`src/rtl/bitfield_unit_pkg.sv`:
```
package bitfield_unit_pkg;

   typedef enum logic [2:0] {
      BFU_PROBE   = 3'd0,
      BFU_SET     = 3'd1,
      BFU_CLEAR   = 3'd2,
      BFU_INVERT  = 3'd3,
      BFU_EXTRACT = 3'd4
   } bfu_op_e;

   localparam int BFU_OP_W = 3;

   function automatic logic bfu_op_defined(input logic [BFU_OP_W-1:0] op);
      return op <= BFU_OP_W'(BFU_EXTRACT);
   endfunction

   function automatic logic bfu_op_writes(input logic [BFU_OP_W-1:0] op);
      return (op != BFU_OP_W'(BFU_PROBE)) && bfu_op_defined(op);
   endfunction

endpackage

```
`src/rtl/bfu_shift.sv`:
```
module bfu_shift #(
   parameter int DATA_W = 32,
   parameter bit LEFT   = 1'b1,
   parameter bit STAGED = 1'b1
) (
   input  logic [DATA_W-1:0]          din,
   input  logic [$clog2(DATA_W):0]    amt,
   output logic [DATA_W-1:0]          dout
);
   localparam int SW = $clog2(DATA_W);

   logic [DATA_W-1:0] shifted;

   generate
      if (STAGED) begin : g_staged
         logic [DATA_W-1:0] stg [SW+1];
         assign stg[0] = din;
         for (genvar k = 0; k < SW; k++) begin : g_stage
            if (LEFT) begin : g_l
               assign stg[k+1] = amt[k] ? (stg[k] << (1 << k)) : stg[k];
            end else begin : g_r
               assign stg[k+1] = amt[k] ? (stg[k] >> (1 << k)) : stg[k];
            end
         end
         assign shifted = stg[SW];
      end else begin : g_operator
         if (LEFT) begin : g_l
            assign shifted = din << amt[SW-1:0];
         end else begin : g_r
            assign shifted = din >> amt[SW-1:0];
         end
      end
   endgenerate

   // Amounts of DATA_W or more push every bit out.
   assign dout = amt[SW] ? '0 : shifted;

endmodule

```
`src/rtl/bfu_field_mask.sv`:
```
module bfu_field_mask #(
   parameter int DATA_W = 32
) (
   input  logic                        en,
   input  logic [$clog2(DATA_W)-1:0]   lo,
   input  logic [$clog2(DATA_W)-1:0]   hi,
   output logic [DATA_W-1:0]           mask
);
   localparam int SW = $clog2(DATA_W);

   generate
      for (genvar i = 0; i < DATA_W; i++) begin : g_bit
         localparam logic [SW-1:0] POS = SW'(i);
         assign mask[i] = en && (POS >= lo) && (POS <= hi);
      end
   endgenerate

endmodule

```
`src/rtl/bfu_flag_reg.sv`:
```
module bfu_flag_reg #(
   parameter int DATA_W = 32
) (
   input  logic              clk,
   input  logic              rst_n,
   input  logic              upd,
   input  logic [DATA_W-1:0] res,
   output logic              zf,
   output logic              sf
);
   always_ff @(posedge clk or negedge rst_n) begin
      if (!rst_n) begin
         zf <= 1'b0;
         sf <= 1'b0;
      end else if (upd) begin
         zf <= (res == '0);
         sf <= res[DATA_W-1];
      end
   end
endmodule

```
`src/rtl/bitfield_unit.sv`:
```
module bitfield_unit
   import bitfield_unit_pkg::*;
#(
   parameter int DATA_W  = 32,
   parameter int IDX_POS = 0,
   parameter int FLD_POS = 8,
   parameter bit STAGED  = 1'b1
) (
   input  logic              clk,
   input  logic              rst_n,
   input  logic              op_valid,
   input  logic [2:0]        op_sel,
   input  logic [DATA_W-1:0] dst_val,
   input  logic [DATA_W-1:0] pat_val,
   input  logic [DATA_W-1:0] ctl_val,
   input  logic              set_flags_en,
   output logic [DATA_W-1:0] result,
   output logic              wr_en,
   output logic              flag_z,
   output logic              flag_s
);
   localparam int SW = $clog2(DATA_W);
   localparam int CW = SW + 1;
   localparam logic [SW-1:0] TOP_BIT = SW'(DATA_W - 1);
   localparam logic [CW:0]   WIDTH_X = (CW+1)'(DATA_W);

   generate
      if ((1 << SW) != DATA_W || DATA_W < 8) begin : g_bad_width
         $error("bitfield_unit: DATA_W must be a power of two of at least 8");
      end
      if (FLD_POS < IDX_POS + CW || FLD_POS + CW > DATA_W) begin : g_bad_fields
         $error("bitfield_unit: control fields overlap or exceed DATA_W");
      end
   endgenerate

   logic [CW-1:0]     idx;
   logic [CW-1:0]     fld;
   logic [DATA_W-1:0] pat_sh;

   assign idx = ctl_val[IDX_POS +: CW];
   assign fld = ctl_val[FLD_POS +: CW];

   bfu_shift #(.DATA_W(DATA_W), .LEFT(1'b1), .STAGED(STAGED)) u_lsh (
      .din (pat_val),
      .amt (idx),
      .dout(pat_sh)
   );

   // Invert window: idx .. idx+len-1, clipped at the top bit.
   logic [CW:0]       inv_end;
   logic [SW-1:0]     inv_hi;
   logic              inv_en;
   logic [DATA_W-1:0] inv_mask;

   always_comb begin
      inv_end = {1'b0, idx} + {1'b0, fld} - (CW+1)'(1);
      if (fld == '0 || inv_end >= WIDTH_X) inv_hi = TOP_BIT;
      else                                 inv_hi = inv_end[SW-1:0];
      inv_en = !idx[SW];
   end

   bfu_field_mask #(.DATA_W(DATA_W)) u_inv_mask (
      .en  (inv_en),
      .lo  (idx[SW-1:0]),
      .hi  (inv_hi),
      .mask(inv_mask)
   );

   // Extract window: msb .. lsb, msb clipped, empty when inverted.
   logic [SW-1:0]     ext_hi;
   logic              ext_en;
   logic [DATA_W-1:0] ext_mask;
   logic [DATA_W-1:0] ext_val;

   always_comb begin
      ext_hi = fld[SW] ? TOP_BIT : fld[SW-1:0];
      ext_en = !idx[SW] && (ext_hi >= idx[SW-1:0]);
   end

   bfu_field_mask #(.DATA_W(DATA_W)) u_ext_mask (
      .en  (ext_en),
      .lo  (idx[SW-1:0]),
      .hi  (ext_hi),
      .mask(ext_mask)
   );

   bfu_shift #(.DATA_W(DATA_W), .LEFT(1'b0), .STAGED(STAGED)) u_rsh (
      .din (pat_val & ext_mask),
      .amt (idx),
      .dout(ext_val)
   );

   always_comb begin
      unique case (op_sel)
         BFU_OP_W'(BFU_PROBE):   result = dst_val & pat_sh;
         BFU_OP_W'(BFU_SET):     result = dst_val | pat_sh;
         BFU_OP_W'(BFU_CLEAR):   result = dst_val & ~pat_sh;
         BFU_OP_W'(BFU_INVERT):  result = dst_val ^ (pat_sh & inv_mask);
         BFU_OP_W'(BFU_EXTRACT): result = ext_val;
         default:                result = dst_val;
      endcase
   end

   assign wr_en = op_valid && bfu_op_writes(op_sel);

   logic flag_upd;
   assign flag_upd = op_valid && set_flags_en && bfu_op_defined(op_sel);

   bfu_flag_reg #(.DATA_W(DATA_W)) u_flags (
      .clk  (clk),
      .rst_n(rst_n),
      .upd  (flag_upd),
      .res  (result),
      .zf   (flag_z),
      .sf   (flag_s)
   );

endmodule

```
`config.mk`:
```
export PLATFORM = sky130hd
export DESIGN_NAME = bitfield_unit
export DESIGN_NICKNAME = d
export VERILOG_FILES = /design/src/rtl/bitfield_unit_pkg.sv /design/src/rtl/bfu_shift.sv /design/src/rtl/bfu_field_mask.sv /design/src/rtl/bfu_flag_reg.sv /design/src/rtl/bitfield_unit.sv
export SDC_FILE = /design/constraint.sdc
export NUM_CORES = 1
export LEC_CHECK = 0
export ABC_AREA = 1
export BUFFER_PORTS_ARGS = -buffer_cell sky130_fd_sc_hd__buf_2
export CAP_MARGIN = 20
export CORE_UTILIZATION = 54
export CTS_BUF_LIST = sky130_fd_sc_hd__clkbuf_8 sky130_fd_sc_hd__clkbuf_16
export DETAILED_ROUTE_END_ITERATION = 7
export HOLD_SLACK_MARGIN = 0.06
export PLACE_DENSITY = 0.81
export SYNTH_ARGS = -nofsm -noshare
export SYNTH_HDL_FRONTEND = slang
export SYNTH_SLANG_ARGS = --single-unit
```
`constraint.sdc`:
```
create_clock -name clk -period 4.9 [get_ports clk]
set_clock_uncertainty 0.05 [all_clocks]
set_input_delay 0.98 -clock clk [delete_from_list [all_inputs] [get_ports clk]]
set_output_delay 0.98 -clock clk [all_outputs]
set_load 0.01 [all_outputs]
```
==> metrics.md <==
| Metric | Value |
|---|---|
| Reg2Reg Launch Point | `u_flags.sf$_DFFE_PN0P_` |
| Most frequent cells after synthesis | `523 x nand2_1, 445 x nand3_1, 159 x inv_1, 155 x nor2_1, 57 x o21ai_0` |
| Required @ worst endpoint | `3.87 ns` |
| Post-synth EDFFs | `0` |
| Clock share of power | `9.4%` |
| Die height | `122 um` |
| Largest net degree at the start of global routing | `69` |
| NetSw | `0.815 mW` |
| Post-layout min period | `4.91 ns` |
| Detail Route Antenna Nets | `0` |
| Residual DRC count | `21` |
| Sw Ratio | `62.0%` |
| CP Cell Sequence | `buf_2, inv_2, buf_4, ha_1, nand3_1, nor2_1, nor2_2, nor2_4, buf_12, nand3_1, nand2_1, nand2_1, nand3_1, nand2_1, nand2_1, nand3_1, a21oi_2, buf_2` |
| Routability cong. | `1.07` |
| Gr usage total | `49.6%` |
| Grt ovf | `0` |
| Internal | `0.498 mW` |
| RR Endpoint | `u_flags.sf$_DFFE_PN0P_` |
| Max incr delay on CP | `0.37 ns` |
| DR WL/cell | `19.8 um` |
| Final setup vio count | `1` |
| Startpoint types | `input port` |
| CTS clk-pin slew, worst paths | `0.03 ns` |
| Setup ws final | `-0.00545 ns` |
| PortBufs | `117` |
| Max Root-Sink Buffers | `2` |
| Crit end category | `output port` |
| Post-Route WL | `38.3 mm` |
| Final Cycle Share | `100%` |
| Max-cap violation count | `0` |
| Vias in the first global route | `10,181` |
| Final Hold Vio Count | `0` |
| CTS tree | `done` |
| DRT iter0 DRCs | `2,280` |
| Die Span X | `122 um` |
| Critical path origin | `ctl_val[4]` |
| Pleak | `4.91 nW` |
| Number of antenna diodes | `0` |
| Initial antenna violation count | `0` |
| Clock sink total | `2` |
| Outcome | `complete, but fails checks` |
| Initial Utilization | `55.4%` |
| Htree depth | `1` |
| Syn Area/Cell | `4.68 um2` |
| CTS Buf Count | `3` |
| R2R setup slack | `4.20 ns` |
| Clock Latency Late Sink | `0.22 ns` |
| Worst VDD drop | `135 uV` |
| Layout cell share with drive strength beyond 1 | `17.1%` |
| Pwr dens | `145 mW/mm2` |
| Root buf cell | `clkbuf_16` |
| Sequential Power Share | `1.4%` |
| DIE AREA | `0.0148 mm2` |
| Area growth syn-to-layout | `17.6%` |
| Worst-Margin Slew | `0.769 ns` |
| Distinct cells, synth | `47` |
| RSZ-0062 raised after global routing | `yes` |
| Fmax | `204 MHz` |
| Global-route wire length before repair | `56.1 mm` |
| NumNets Final | `1,882` |
| Hold Buf Count CTS | `0` |
| Yosys reg bits | `2` |
| Setup crit end | `result[16]` |
| DP Wirelength | `29.2 mm` |
| Max FO, Critical Path | `13` |
| Slew HR | `48.7%` |
| Via count | `12,371` |
| Failing checks | `design-rule violations, negative setup slack` |
| Gate power share | `89.1%` |
| Worst Reg-to-Reg Cells | `1` |
| Asr flop ratio synth | `100%` |
| Syn Inst Count | `1,650` |
| Synth top area share | `28.9%` |
| Rows | `43` |
| Yosys top cell by area | `nand3_1` |
| Overall power | `1.31 mW` |
| Drt first pass iters | `8` |
| HP Class | `flip-flop to flip-flop` |
| Post-Syn Area | `0.00772 mm2` |
| Seq/Total Area, Yosys | `0.649%` |
| IO Pins | `138` |
| Main flop type after synthesis | `dfrtp_1` |
| CP Class | `input port to output port` |
| DR vias/cell | `6.38` |
| Core Region | `0.0139 mm2` |
| Final max-slew violation count | `0` |
| Synth Warn # | `0` |
| Top cells by area, synth | `nand3_1 29%, nand2_1 25%, inv_1 7.7%` |
| Place WS | `-0.0620 ns` |
| CP max-delay cell | `ha_1` |
| Synth Net Count | `1,772` |
| Arr. time, crit path | `3.88 ns` |
| Most frequent cell after synthesis | `nand2_1` |
## layout by cell type, fill, tap and decap left out, types with 4 or more instances in the layout
cell type / netlist / layout
o21ai_1: 8 / 7
nand3_2: 3 / 8
nor3_1: 10 / 9
nor2_2: 12 / 16
o211ai_1: 13 / 13
buf_6: 2 / 6
inv_1: 159 / 148
nand2_4: 4 / 5
clkinv_1: 5 / 4
nand3_1: 445 / 438
buf_2: 33 / 117
ha_1: 18 / 15
buf_12: 0 / 4
nand2_1: 523 / 508
a21oi_1: 53 / 50
o21ai_2: 6 / 9
nand3b_1: 5 / 5
nand4_1: 39 / 39
inv_4: 3 / 4
nand2_2: 3 / 17
buf_4: 9 / 56
inv_2: 10 / 21
nor2_4: 5 / 9
a21oi_2: 5 / 7
nor2_1: 155 / 147
o21ai_0: 57 / 54
clkbuf_16: 0 / 6
## sequential cells by signal, summed over array words and instances, names as in the netlist
signal	flops
u_flags.sf	1
u_flags.zf	1
## layer usage
metal  track usage (%)  vias to the layer above  wire [um]
li1                  -                     5694          -
met1              65.8                     5357      14000
met2              71.6                     1090      15100
met3              16.1                      230       6660
met4              24.0                        0       2540
met5                 0                        -          0
## timing repair
item / CTS / global route
pin swaps: 0 / 18
buffers inserted: 1 / 8
gates cloned: 0 / 3
endpoints found under the setup margin: 7 / 31
gates resized for setup: 2 / 70
## worst min path at each step
stage | start | to | slack, ns | cells after the start
final | u_flags.sf$_DFFE_PN0P_ | u_flags.sf$_DFFE_PN0P_ | 0.43 | 1
after global routing | u_flags.sf$_DFFE_PN0P_ | u_flags.sf$_DFFE_PN0P_ | 0.45 | 1
after CTS | u_flags.sf$_DFFE_PN0P_ | u_flags.sf$_DFFE_PN0P_ | 0.43 | 1
after detailed placement | u_flags.sf$_DFFE_PN0P_ | u_flags.sf$_DFFE_PN0P_ | 0.43 | 1
after global placement | u_flags.sf$_DFFE_PN0P_ | u_flags.sf$_DFFE_PN0P_ | 0.42 | 1
after floorplan | u_flags.sf$_DFFE_PN0P_ | u_flags.sf$_DFFE_PN0P_ | 0.48 | 1
## critical path: cells and delay by family
| family | cells | cell delay, ns |
|---|---|---|
| AO/OA/AOI/OAI | 1 | 0.24 |
| buffers and inverters | 5 | 0.78 |
| AND/OR/NAND/NOR | 11 | 1.51 |
| adder cells (fa/ha/maj) | 1 | 0.37 |
## through the flow
stage	hold slack, ns	std cells	utilization (%)	setup TNS, ns	area (um2)
after floorplan	0.481	1650	-	0	7740
after global placement	0.422	1924	61.8	0	8620
after detailed placement	0.428	1924	61.8	-0.0901	8620
after CTS	0.435	1928	62.5	-0.0723	8710
after global routing	0.452	1938	65.1	-1.22	9080
final	0.432	1938	65.1	-0.00545	9080
## logic make-up (layout without fill, tap and decap cells)
kind of cell | count (synthesis) | count (layout) | synth area share, %
XOR/XNOR | 4 | 4 | 0.454
AND/OR/NAND/NOR | 1210 | 1210 | 70.2
AO/OA/AOI/OAI | 157 | 157 | 11.7
adder cells (fa/ha/maj) | 19 | 19 | 3.18
flip-flops | 2 | 2 | 0.649
buffers and inverters | 258 | 366 | 13.9
## power by group through the flow
stage / logic [mW] / registers, mW / clock network (mW)
after global routing: 1.25 / 0.0191 / 0.125
after detailed placement: 1.02 / 0.0192 / 0
after CTS: 1.03 / 0.0190 / 0.123
final: 1.17 / 0.0190 / 0.124
after floorplan: 0.677 / 0.0201 / 0
after global placement: 1.01 / 0.0192 / 0
## cell type report
class / instances / area [um2]
clock buffers: 3 / 75.1
fillers: 1478 / 4860
repair buffers: 186 / 1230
well taps: 180 / 225
inverters: 177 / 674
flip-flops and latches: 2 / 50.0
multi-input cells: 1390 / 6820
Power figures use the tool's default switching activity.
